--- config.mk ---
export PLATFORM = sky130hd
export DESIGN_NAME = hsx_engine
export DESIGN_NICKNAME = d
export VERILOG_FILES = /design/src/rtl/hsx_pkg.sv /design/src/rtl/hsx_bytebuf.sv /design/src/rtl/hsx_ctrl.sv /design/src/rtl/hsx_engine.sv
export SDC_FILE = /design/constraint.sdc
export NUM_CORES = 1
export LEC_CHECK = 0
export CAP_MARGIN = 40
export CORE_UTILIZATION = 52
export CTS_CLUSTER_DIAMETER = 100
export CTS_CLUSTER_SIZE = 24
export DETAILED_ROUTE_END_ITERATION = 8
export GPL_ROUTABILITY_DRIVEN = 0
export MAX_ROUTING_LAYER = met4
export PLACE_DENSITY = 0.68
export SLEW_MARGIN = 15
export SYNTH_ARGS = -nofsm -noshare
export SYNTH_HDL_FRONTEND = slang
export SYNTH_SLANG_ARGS = --single-unit
--- constraint.sdc ---
create_clock -name clk -period 5.9 [get_ports clk]
set_clock_uncertainty 0.2 [all_clocks]
set_input_delay 1.18 -clock clk [delete_from_list [all_inputs] [get_ports clk]]
set_output_delay 1.18 -clock clk [all_outputs]
set_load 0.02 [all_outputs]
--- src/rtl/hsx_pkg.sv ---
package hsx_pkg;
    // Active-low control-port line positions
    localparam int ACK_POS = 4;
    localparam int TIP_POS = 5;

    // Kind of step a control-port write triggers
    typedef enum logic [2:0] {
        XF_NONE,
        XF_STORE,
        XF_LOAD,
        XF_SYNC,
        XF_END,
        XF_IDLE
    } xfer_e;
endpackage

--- src/rtl/hsx_bytebuf.sv ---
module hsx_bytebuf #(
    parameter  int DEPTH = 16,
    parameter  int DW    = 8,
    localparam int IW    = $clog2(DEPTH)
) (
    input  logic          clk,
    input  logic          wr_en,
    input  logic [IW-1:0] wr_idx,
    input  logic [DW-1:0] wr_data,
    input  logic [IW-1:0] rd_idx,
    output logic [DW-1:0] rd_data
);
    logic [DW-1:0] mem_q [DEPTH];

    always_ff @(posedge clk) begin
        if (wr_en) begin
            mem_q[wr_idx] <= wr_data;
        end
    end

    assign rd_data = mem_q[rd_idx];
endmodule

--- src/rtl/hsx_ctrl.sv ---
module hsx_ctrl
    import hsx_pkg::*;
#(
    parameter  int OUT_DEPTH = 16,
    parameter  int IN_DEPTH  = 128,
    parameter  int DW        = 8,
    localparam int OCW       = $clog2(OUT_DEPTH + 1),
    localparam int OIW       = $clog2(OUT_DEPTH),
    localparam int ICW       = $clog2(IN_DEPTH + 1),
    localparam int IIW       = $clog2(IN_DEPTH)
) (
    input  logic           clk,
    input  logic           rst_n,
    input  logic           ctl_wr,
    input  logic [7:0]     ctl_wdata,
    input  logic           host_to_dev,
    input  logic           sr_wr,
    input  logic [DW-1:0]  sr_wdata,
    input  logic           reply_go,
    input  logic [ICW-1:0] reply_len,
    input  logic [DW-1:0]  in_rd_data,
    output logic [IIW-1:0] in_rd_idx,
    output logic           st_en,
    output logic [OIW-1:0] st_idx,
    output logic [DW-1:0]  st_data,
    output logic           req_n,
    output logic [DW-1:0]  shift_byte,
    output logic           shift_set,
    output logic           pkt_valid,
    output logic [OCW-1:0] pkt_len
);
    typedef struct packed {
        logic [1:0]     pair;      // {in-progress, acknowledge} at last write
        logic           req_n;
        logic [DW-1:0]  shift;
        logic [OCW-1:0] out_cnt;
        logic [ICW-1:0] in_idx;
        logic [ICW-1:0] in_len;
        logic           shift_set;
        logic           pkt_valid;
        logic [OCW-1:0] pkt_len;
    } st_t;

    st_t   q, d;
    xfer_e kind;

    logic [1:0]     cur_pair;
    logic           pair_chg, ack_chg, tip_act, was_act, unread, has_room;
    logic [ICW-1:0] idx_inc;
    logic           unused_ctl;

    assign unused_ctl = ^{ctl_wdata[7:6], ctl_wdata[3:0]};

    assign cur_pair = {ctl_wdata[TIP_POS], ctl_wdata[ACK_POS]};
    assign pair_chg = (cur_pair != q.pair);
    assign ack_chg  = (cur_pair[0] != q.pair[0]);
    assign tip_act  = ~cur_pair[1];
    assign was_act  = ~q.pair[1];
    assign unread   = (q.in_idx < q.in_len);
    assign has_room = (q.out_cnt < OCW'(OUT_DEPTH));
    assign idx_inc  = q.in_idx + ICW'(1);

    // Classify the step a control-port write performs
    always_comb begin
        kind = XF_NONE;
        if (ctl_wr) begin
            if (tip_act) begin
                if (host_to_dev) begin
                    kind = (pair_chg && has_room) ? XF_STORE : XF_NONE;
                end else begin
                    kind = (pair_chg && unread) ? XF_LOAD : XF_NONE;
                end
            end else if (!was_act && ack_chg) begin
                kind = XF_SYNC;
            end else if (was_act) begin
                kind = XF_END;
            end else begin
                kind = XF_IDLE;
            end
        end
    end

    // Next-state computation
    always_comb begin
        d           = q;
        d.shift_set = 1'b0;
        d.pkt_valid = 1'b0;
        st_en       = 1'b0;

        if (sr_wr) begin
            d.shift = sr_wdata;
        end

        unique case (kind)
            XF_STORE: begin
                st_en       = 1'b1;
                d.out_cnt   = q.out_cnt + OCW'(1);
                d.shift_set = 1'b1;
            end
            XF_LOAD: begin
                d.shift     = in_rd_data;
                d.in_idx    = idx_inc;
                d.shift_set = 1'b1;
                if (idx_inc >= q.in_len) begin
                    d.req_n = 1'b1;
                end
            end
            XF_SYNC: begin
                d.req_n     = cur_pair[0];
                d.shift_set = 1'b1;
            end
            XF_END: begin
                d.shift_set = 1'b1;
                if (q.out_cnt != '0) begin
                    d.pkt_valid = 1'b1;
                    d.pkt_len   = q.out_cnt;
                end
                d.out_cnt = '0;
                if (unread) begin
                    d.req_n = 1'b0;
                end
            end
            XF_IDLE: begin
                if (unread) begin
                    d.req_n = 1'b0;
                end
            end
            default: ;
        endcase

        if (ctl_wr) begin
            d.pair = cur_pair;
        end

        if (reply_go) begin
            d.in_len    = (reply_len > ICW'(IN_DEPTH)) ? ICW'(IN_DEPTH) : reply_len;
            d.in_idx    = '0;
            d.shift_set = 1'b1;
        end
    end

    always_ff @(posedge clk) begin
        if (!rst_n) begin
            q           <= '0;
            q.pair      <= 2'b11;
            q.req_n     <= 1'b1;
        end else begin
            q <= d;
        end
    end

    assign st_idx     = q.out_cnt[OIW-1:0];
    assign st_data    = q.shift;
    assign in_rd_idx  = q.in_idx[IIW-1:0];
    assign req_n      = q.req_n;
    assign shift_byte = q.shift;
    assign shift_set  = q.shift_set;
    assign pkt_valid  = q.pkt_valid;
    assign pkt_len    = q.pkt_len;

    // the outbound count never passes the store depth
    p_cnt_bound_r3: assert property (@(posedge clk) disable iff (!rst_n)
        q.out_cnt <= OCW'(OUT_DEPTH));

    // a host-send step on a full store raises no flag
    p_full_quiet_r3: assert property (@(posedge clk) disable iff (!rst_n)
        (ctl_wr && host_to_dev && !ctl_wdata[TIP_POS]
         && q.out_cnt == OCW'(OUT_DEPTH) && !reply_go) |=> !shift_set);

    // the reply read index never passes the reply length
    p_idx_bound_r5: assert property (@(posedge clk) disable iff (!rst_n)
        q.in_idx <= q.in_len);

    // a packet pulse carries a nonzero count and a flag request
    p_pkt_flag_r8: assert property (@(posedge clk) disable iff (!rst_n)
        pkt_valid |-> (shift_set && pkt_len != '0));

    // an idle-to-idle acknowledge change is mirrored on the request line
    p_sync_follow_r7: assert property (@(posedge clk) disable iff (!rst_n)
        (ctl_wr && ctl_wdata[TIP_POS] && q.pair[1]
         && (ctl_wdata[ACK_POS] != q.pair[0]))
        |=> (req_n == $past(ctl_wdata[ACK_POS])));

    // every flag request follows a control write or a reply commit
    p_flag_cause_r10: assert property (@(posedge clk) disable iff (!rst_n)
        shift_set |-> $past(ctl_wr || reply_go));
endmodule

--- src/rtl/hsx_engine.sv ---
module hsx_engine #(
    parameter  int OUT_DEPTH = 16,
    parameter  int IN_DEPTH  = 128,
    parameter  int DW        = 8,
    localparam int OCW       = $clog2(OUT_DEPTH + 1),
    localparam int OIW       = $clog2(OUT_DEPTH),
    localparam int ICW       = $clog2(IN_DEPTH + 1),
    localparam int IIW       = $clog2(IN_DEPTH)
) (
    input  logic           clk,
    input  logic           rst_n,
    input  logic           ctl_wr,
    input  logic [7:0]     ctl_wdata,
    input  logic           host_to_dev,
    input  logic           sr_wr,
    input  logic [DW-1:0]  sr_wdata,
    input  logic           reply_wr,
    input  logic [IIW-1:0] reply_widx,
    input  logic [DW-1:0]  reply_wdata,
    input  logic           reply_go,
    input  logic [ICW-1:0] reply_len,
    input  logic [OIW-1:0] out_rd_idx,
    output logic [DW-1:0]  out_rd_data,
    output logic           req_n,
    output logic [DW-1:0]  shift_byte,
    output logic           shift_set,
    output logic           pkt_valid,
    output logic [OCW-1:0] pkt_len
);
    logic           st_en;
    logic [OIW-1:0] st_idx;
    logic [DW-1:0]  st_data;
    logic [IIW-1:0] in_rd_idx;
    logic [DW-1:0]  in_rd_data;

    hsx_ctrl #(
        .OUT_DEPTH (OUT_DEPTH),
        .IN_DEPTH  (IN_DEPTH),
        .DW        (DW)
    ) u_ctrl (
        .clk         (clk),
        .rst_n       (rst_n),
        .ctl_wr      (ctl_wr),
        .ctl_wdata   (ctl_wdata),
        .host_to_dev (host_to_dev),
        .sr_wr       (sr_wr),
        .sr_wdata    (sr_wdata),
        .reply_go    (reply_go),
        .reply_len   (reply_len),
        .in_rd_data  (in_rd_data),
        .in_rd_idx   (in_rd_idx),
        .st_en       (st_en),
        .st_idx      (st_idx),
        .st_data     (st_data),
        .req_n       (req_n),
        .shift_byte  (shift_byte),
        .shift_set   (shift_set),
        .pkt_valid   (pkt_valid),
        .pkt_len     (pkt_len)
    );

    // Bytes arriving from the host
    hsx_bytebuf #(
        .DEPTH (OUT_DEPTH),
        .DW    (DW)
    ) u_outbuf (
        .clk     (clk),
        .wr_en   (st_en),
        .wr_idx  (st_idx),
        .wr_data (st_data),
        .rd_idx  (out_rd_idx),
        .rd_data (out_rd_data)
    );

    // Reply bytes waiting for the host
    hsx_bytebuf #(
        .DEPTH (IN_DEPTH),
        .DW    (DW)
    ) u_inbuf (
        .clk     (clk),
        .wr_en   (reply_wr),
        .wr_idx  (reply_widx),
        .wr_data (reply_wdata),
        .rd_idx  (in_rd_idx),
        .rd_data (in_rd_data)
    );
endmodule

; After elaboration in Yosys (flattened, before gate mapping)
; Memories as Yosys holds them, arrays and structs flattened. A register that Yosys moved wholly into a read port is not among the register bits.
; Index checks and enable logic that the tools add are counted.
[word_totals]
romBits = 0
latchBits = 0
ramBits = 1152
n_memories = 2
input_bits = 50
regBits = 39
output_inout_bits = 24
wordCells = 64
[op_classes]
mul = 0
shifts = 0
muxes = 24
add_sub_neg = 2
n_lt_le_gt_ge = 4
n_reduce_logical = 13
bitwise_logic = 1
eq_ne = 9
n_div = 0
[memory_table]
columns = memory, words, word_bits, read_ports, rd_ports_with_merged_regs, write_ports, line
row1 = u_inbuf.mem_q, 128, 8, 1, 1, 1, hsx_bytebuf.sv:13  ; logic [DW-1:0] mem_q [DEPTH];
row2 = u_outbuf.mem_q, 16, 8, 1, 0, 1, hsx_bytebuf.sv:13
[op_table]
columns = op, count
row1 = $mux W8, 3
row2 = $mux W7, 2
row3 = $mux W3, 4
row4 = $mux W1, 11
row5 = $pmux W5 S2, 1
row6 = $add A8 B1 Y8 const B, 1
row7 = $ge A8 B8 Y1, 1
row8 = $gt A8 B8 Y1 const B, 1
row9 = $lt A8 B8 Y1, 1
row10 = $eq A3 B2 Y1 const B, 2
row11 = $eq A3 B3 Y1 const B, 2
row12 = $mux W6, 1
row13 = $add A5 B1 Y5 const B, 1
row14 = $lt A5 B5 Y1 const B, 1
row15 = $reduce_bool A5 Y1, 1
row16 = $ne A2 B1 Y1 const B, 2
row17 = $reduce_and A2 Y1, 2
row18 = $reduce_bool A2 Y1, 2
row19 = $reduce_or A2 Y1, 2
row20 = $reduce_or A4 Y1, 1
row21 = $eq A3 B1 Y1 const B, 1
row22 = $logic_and A1 B1 Y1, 3
row23 = $pmux W1 S3, 1
row24 = $reduce_and A3 Y1, 1
row25 = other kinds (5), 5

; Longest topological paths before layout
; Gate-level depths: netlist (run 1).
[depth]
ltp_word = 10
mapped_depth = 12
mapped_depth_nobuf = 10

; Hierarchy
; Synthesis (run 1) repeated with hierarchy kept, for this count alone.
[unflattened]
hier_cells = 2134
hier_area_um2 = 46956.3
[by_module_without_submodules]
columns = mod, area_each_um2, seq_area_each_um2, n_inst, cells_each
row1 = hsx_bytebuf at u_inbuf, 39505.4, 30749.5, 1, 1627
row2 = hsx_bytebuf at u_outbuf, 4987.3, 3843.7, 1, 221
row3 = hsx_ctrl, 2463.6, 780.7, 1, 286

; Worst setup path after synthesis (run 1)
; Ideal clock, no wire load.
[synth_path]
path_type = input-to-output
startpoint = input port out_rd_idx[0]
endpoint = output port out_rd_data[0]
t_required_ps = 4520
n_path_buf = 2
setup_slack_ps = 1757
stages = 4
t_arrival_ps = 2763
cell_sequence = clkbuf_1 -> buf_2 -> mux4_2 -> mux4_2
[synth_via]
elab_chain_len = 1
[synth_rtl]
columns = item, line
row1 = start: declaration, hsx_engine.sv:22  ; input logic [OIW-1:0] out_rd_idx,
row2 = $mem_v2 Z16 W8, n/a
row3 = end: declaration, hsx_engine.sv:23  ; output logic [DW-1:0] out_rd_data,
; Every way passes these cells.

; Final worst setup path (run 1)
[layout_path]
startpoint = input port out_rd_idx[1]
endpoint = output port out_rd_data[6]
; The elaborated chain is that of the path after synthesis.

==> results of run 1 <==
-- layout make-up --
cell class                 count  area (sq um)  share of cell area
inverter                      14          52.6             0.00103
sequential                  1198         35500               0.697
multi-input combinational    940         10900               0.213
tap                         1176          1470              0.0289
antenna                        2          5.00           0.0000982
timing repair buffer         158          1510              0.0297
clock buffer                  82          1520              0.0298
-- metal layers --
layer	track usage	vias up
li1	-	9487
met1	0.333	11924
met2	0.362	885
met3	0.0378	127
met4	0.0444	0
met5	-	-
-- cells by family after synthesis --
kind of cell | count (synthesis) | share of synthesized area
adders and majority gates | 21 | 0.00556
muxes | 387 | 0.165
and+or+nand+nor | 367 | 0.0354
DFF | 1198 | 0.752
AOI/OAI and AO/OA | 150 | 0.0215
buffers and inverters | 149 | 0.0185
xor gates and xnor gates | 15 | 0.00278
-- Yosys cell counts, types with 10 or more instances --
cell and count:
buf_1 13, o21ai_0 25, a211oi_1 19, nor3_1 20
mux4_2 296, mux2i_1 54, nor2b_1 30, inv_1 14
mux2_2 27, and2_1 10, ha_1 21, nand2_1 72
nand3_1 24, edfxtp_1 1152, clkbuf_1 43, dfxtp_1 46
a22oi_1 22, buf_4 32, nor2_1 170, nand2b_1 14
buf_6 15, a21oi_1 23, o22ai_1 18, buf_2 29
mux4_1 10
-- report_power, final --
| group | internal [mW] | switching, mW |
|---|---|---|
| registers | 9.35 | 0.0368 |
| logic | 0.165 | 0.296 |
| clock network | 1.78 | 2.46 |
| total | 11.3 | 2.80 |
-- sequential cells by signal, summed over array words and instances, names as in the netlist, named ones only --
signal / flops
u_ctrl.q: 12
u_ctrl.pkt_valid: 1
u_ctrl.shift_byte: 8
u_ctrl.req_n: 1
u_ctrl.pkt_len: 5
u_ctrl.in_rd_idx: 7
u_ctrl.shift_set: 1
u_ctrl.st_idx: 4
u_outbuf.mem_q: 128
u_inbuf.mem_q: 1024
-- worst paths after layout --
path                          endpoint  depth (start not counted)  slack, ps
setup reg to reg  u_ctrl.shift_byte[4]                          7       2060
setup / recovery        out_rd_data[6]                          5        960
hold / removal       u_ctrl.pkt_len[4]                          2        310
hold reg to reg      u_ctrl.pkt_len[4]                          2        310
-- worst max-delay path, cell delays in order --
cell and delay, ps:
clkdlybuf4s50_1 450, buf_4 400, mux4_2 430, mux4_2 510
clkdlybuf4s50_1 570
==> impl_metrics.ini, run 1 <==
[cts]
cts_root_buf = clkbuf_16
cts_tree = yes
clockBufferDepth = 3
postCtsSetupRepairBufs = 0
htreeDepth = 2
clkTransAtPathRegs_ps = 100
ctsHoldBuffers = 0
clock-sinks = 1198
insertion_delay_ps = 650
cts-buffers-inserted = 55
cts_resized = 0

[drt]
ant_nets = 0
route.met3.wl_mm = 8.26
drtIter0Drc = 2536
wire_per_inst_microns = 28.8
dr_wl_met2_mm = 49.7
drtPass1Iterations = 5
totalWireLength_mm = 103
drc = 0
top_layer = met4
num_vias = 22423
met1_length_mm = 43.2
viasPerCell = 6.28

[placement]
place_area_sq_um = 49300
dp_hpwl_mm = 63.8
pre_cts_ws_ps = 948
numPortBuffers = 67
place_inst = 3474

[yosys]
synthFlopType = edfxtp_1
synth_cell_type_count = 64
ys_seq_area_frac = 0.752
async_flop_share = 0
netlist_area_sq_um = 47200
synth_edf_count = 1152
synth_top_area_share = 0.732
synth_cells = 2287
netlist_top_cells_area = edfxtp_1 (73%), mux4_2 (14%), dfxtp_1 (1.9%)
yosysTopAreaCell = edfxtp_1
synthesis.nets = 2358
ys_ff_latch = 1198
ys_warn_count = 0
synth_area_per_cell_sq_um = 20.7

[timing]
final_max_slew_viol_count = 0
worst_hold_slack_ps = 308
rsz0062_at_grt = no
timing.slew.headroom = 0.384
min_period_over_period = 0.837
fin_tns_setup_ps = 0
max_slew.worst_pin.slew_ps = 920
fmax_ghz = 0.202
layout_setup_ws_ps = 960
hold_viol_final = 0
setup_violations = 0
min_period_ps = 4940

[power_and_ir_drop]
p_total_mw = 14.1
powerDensity_nw_per_um2 = 277
peakVddDrop_v = 0.000261
p_leak_nw = 15.0

[critical_path]
crit_path_start_kind = primary input
arrival_ps = 3560
crit_start = out_rd_idx[1]
worstSetupEndpointType = primary output
cp_max_fo = 32
cp.required_ps = 4520
critPathKind = in -> out

[final_layout]
final_cells = 3570
area_growth_pct = 7.86
final_common_cell = edfxtp_1
drive_gt1_frac = 0.206
final_cell_mix = edfxtp_1 (1152), mux4_2 (296), nor2_1 (170), buf_4 (82), nand2_1 (72)
nFillCells = 6599
nNetsFinal = 2438
utilization = 0.566
design_area_sq_um = 51000

[outcome]
status = finished, final reports clean

[floorplanning]
coreArea_sq_um = 90000
fp.dieH_microns = 303
ios = 74
die_w_microns = 303
start_util = 0.525
die_area_sq_um = 92100
rows = 110

[global_routing]
grt_pass1_wl_mm = 152
first_global_vias = 22443
grt_max_degree = 85
global_route.overflow_total = 0
grt_antenna_before_repair = 2
grt_usage = 0.234

[hold_path]
min_from = u_ctrl.pkt_len[4]
hp-class = reg -> reg

[run]
drv_cap = 0
No activity file was read; power rests on OpenSTA's default activity.
==> run 2, diff against run 1 <==
==> constraint.sdc (replaced) <==
create_clock -name clk -period 5 [get_ports clk]
set_clock_uncertainty 0.2 [all_clocks]
set_input_delay 1 -clock clk [delete_from_list [all_inputs] [get_ports clk]]
set_output_delay 1 -clock clk [all_outputs]
set_load 0.02 [all_outputs]
==> run 2 against run 1 <==
Effect of this change: flip-flop and latch count stayed put; die area did not move; non-clock buffer count rose by 58; worst setup slack got worse by 360 ps; design area increased by 0.97%; hold slack better by 19 ps; utilization up 0.55 points; critical path depth is the same; final cell count is 1.6% higher; wire length is 1.1% higher; via count is 0.64% higher; critical path type unchanged; critical endpoint is now out_rd_data[1]; largest cell class unchanged.
==> impl_metrics.ini, run 2 (synthesis results as in run 1) <==
[outcome]
status = finished, final reports clean

[final_layout]
top_regs = u_inbuf.mem_q x1024, u_outbuf.mem_q x128, u_ctrl.q x12
largest_reg_flops = 1024
drive_gt1_frac = 0.224
final_cells = 3626
final_cell_mix = edfxtp_1 (1152), mux4_2 (296), nor2_1 (170), buf_4 (139), nand2_1 (72)
nNetsFinal = 2496
area_growth_pct = 8.91
final_common_cell = edfxtp_1
regMostFlops = u_inbuf.mem_q

[cts]
ctsHoldBuffers = 0
htreeDepth = 2
clockBufferDepth = 3
clkTransAtPathRegs_ps = 100
postCtsSetupRepairBufs = 0
cts_tree = yes
clock-sinks = 1198
cts-buffers-inserted = 55
insertion_delay_ps = 640
cts_resized = 0
cts_root_buf = clkbuf_16

[placement]
pre_cts_ws_ps = 555
place_inst = 3529
dp_hpwl_mm = 66.2
numPortBuffers = 67

[timing]
min_period_ps = 4400
min_period_over_period = 0.879
setup_violations = 0
final_max_slew_viol_count = 0
hold_viol_final = 0
layout_setup_ws_ps = 605
max_slew.worst_pin.slew_ps = 939
rsz0062_at_grt = no
worst_hold_slack_ps = 327
fin_tns_setup_ps = 0
timing.slew.headroom = 0.358
fmax_ghz = 0.228

[floorplanning]
coreArea_sq_um = 90000
rows = 110
start_util = 0.525
die_w_microns = 303
die_area_sq_um = 92100
fp.dieH_microns = 303
ios = 74

[power_and_ir_drop]
p_leak_nw = 15.4
peakVddDrop_v = 0.000267
powerDensity_nw_per_um2 = 323

[critical_path]
r2r_slack_ps = 1340
arrival_ps = 3200
crit_path_start_kind = primary input
cp.required_ps = 3800
r2r-end = u_ctrl.shift_byte[4]
worstSetupEndpointType = primary output
crit_path_cell_trace = clkdlybuf4s50_1, buf_12, mux4_2, mux4_2, clkdlybuf4s50_1
critPathKind = in -> out
cpLargestDelayFamily = buffers and inverters
cp_max_fo = 32
r2r_cells = 7
crit_start = out_rd_idx[1]
max_stage_delay_ps = 560
slowest_stage = clkdlybuf4s50_1
path_buf_inv = 3

[global_routing]
grt_antenna_before_repair = 2
grt_usage = 0.236
grt_pass1_wl_mm = 153
grt_max_degree = 83
first_global_vias = 22707
global_route.overflow_total = 0

[drt]
ant_nets = 0
wire_per_inst_microns = 28.7
drtPass1Iterations = 7
num_vias = 22566
viasPerCell = 6.22
totalWireLength_mm = 104
drtIter0Drc = 2601
drc = 0

[run]
drv_cap = 0

[hold_path]
min_to = u_ctrl.pkt_len[4]
hp-class = reg -> reg
min_from = u_ctrl.pkt_len[4]
holdPathStages = 2
-- run 2: changes by cell type in the layout (fill, tap and decap cells not counted), sizes merged --
| cell | previous run | this run |
|---|---|---|
| clkbuf | 82 | 81 |
| diode | 2 | 1 |
| buf | 100 | 158 |
-- run 2: worst register-to-register path: stages, from the launching register on --
cell and delay, ps:
dfxtp_4 840, buf_4 560, mux4_2 590, mux2i_1 290, a22oi_1 130, a311oi_1 540
o21ai_1 230, o211a_1 190
-- run 2: how the worst max path moves through the flow --
stage	end	slack (ps)	cells after the start
floorplan	out_rd_data[0]	1220	4
global placement	u_outbuf.mem_q[15][4]	570	7
detailed placement	u_outbuf.mem_q[4][0]	550	7
CTS	out_rd_data[0]	600	5
global route	out_rd_data[7]	560	5
finish	out_rd_data[1]	600	5
-- run 2: through the flow --
stage	utilization	total power, mW	instance area, sq um
2_1_floorplan	-	11.5	47200
3_3_place_gp	0.551	11.8	49600
3_5_place_dp	0.553	11.9	49800
4_1_cts	0.570	16.7	51300
5_1_grt	0.572	17.1	51500
6_report	0.572	16.6	51500
-- run 2: power breakdown --
group	internal (mW)	switching [mW]	leakage [nW]	total, mW
clock network	2.10	2.90	0.731	5.00
logic	0.208	0.359	3.88	0.567
registers	11.0	0.0408	10.8	11.1
total	13.3	3.30	15.4	16.6
-- run 2: routing by layer --
layer  GRT usage  vias up  share of wire
met5           -        -              0
met1       0.337    11823           0.42
met3      0.0440      137          0.087
li1            -     9610              -
met4      0.0502        0          0.022
met2       0.361      996           0.48
-- run 2: area by class of cell --
cell class / instances / area (sq um)
fill: 6521 / 38600
timing repair buffer: 216 / 2020
antenna: 1 / 2.50
clock buffer: 81 / 1520
sequential: 1198 / 35500
inverter: 14 / 52.6
multi-input combinational: 940 / 10900
tap: 1176 / 1470
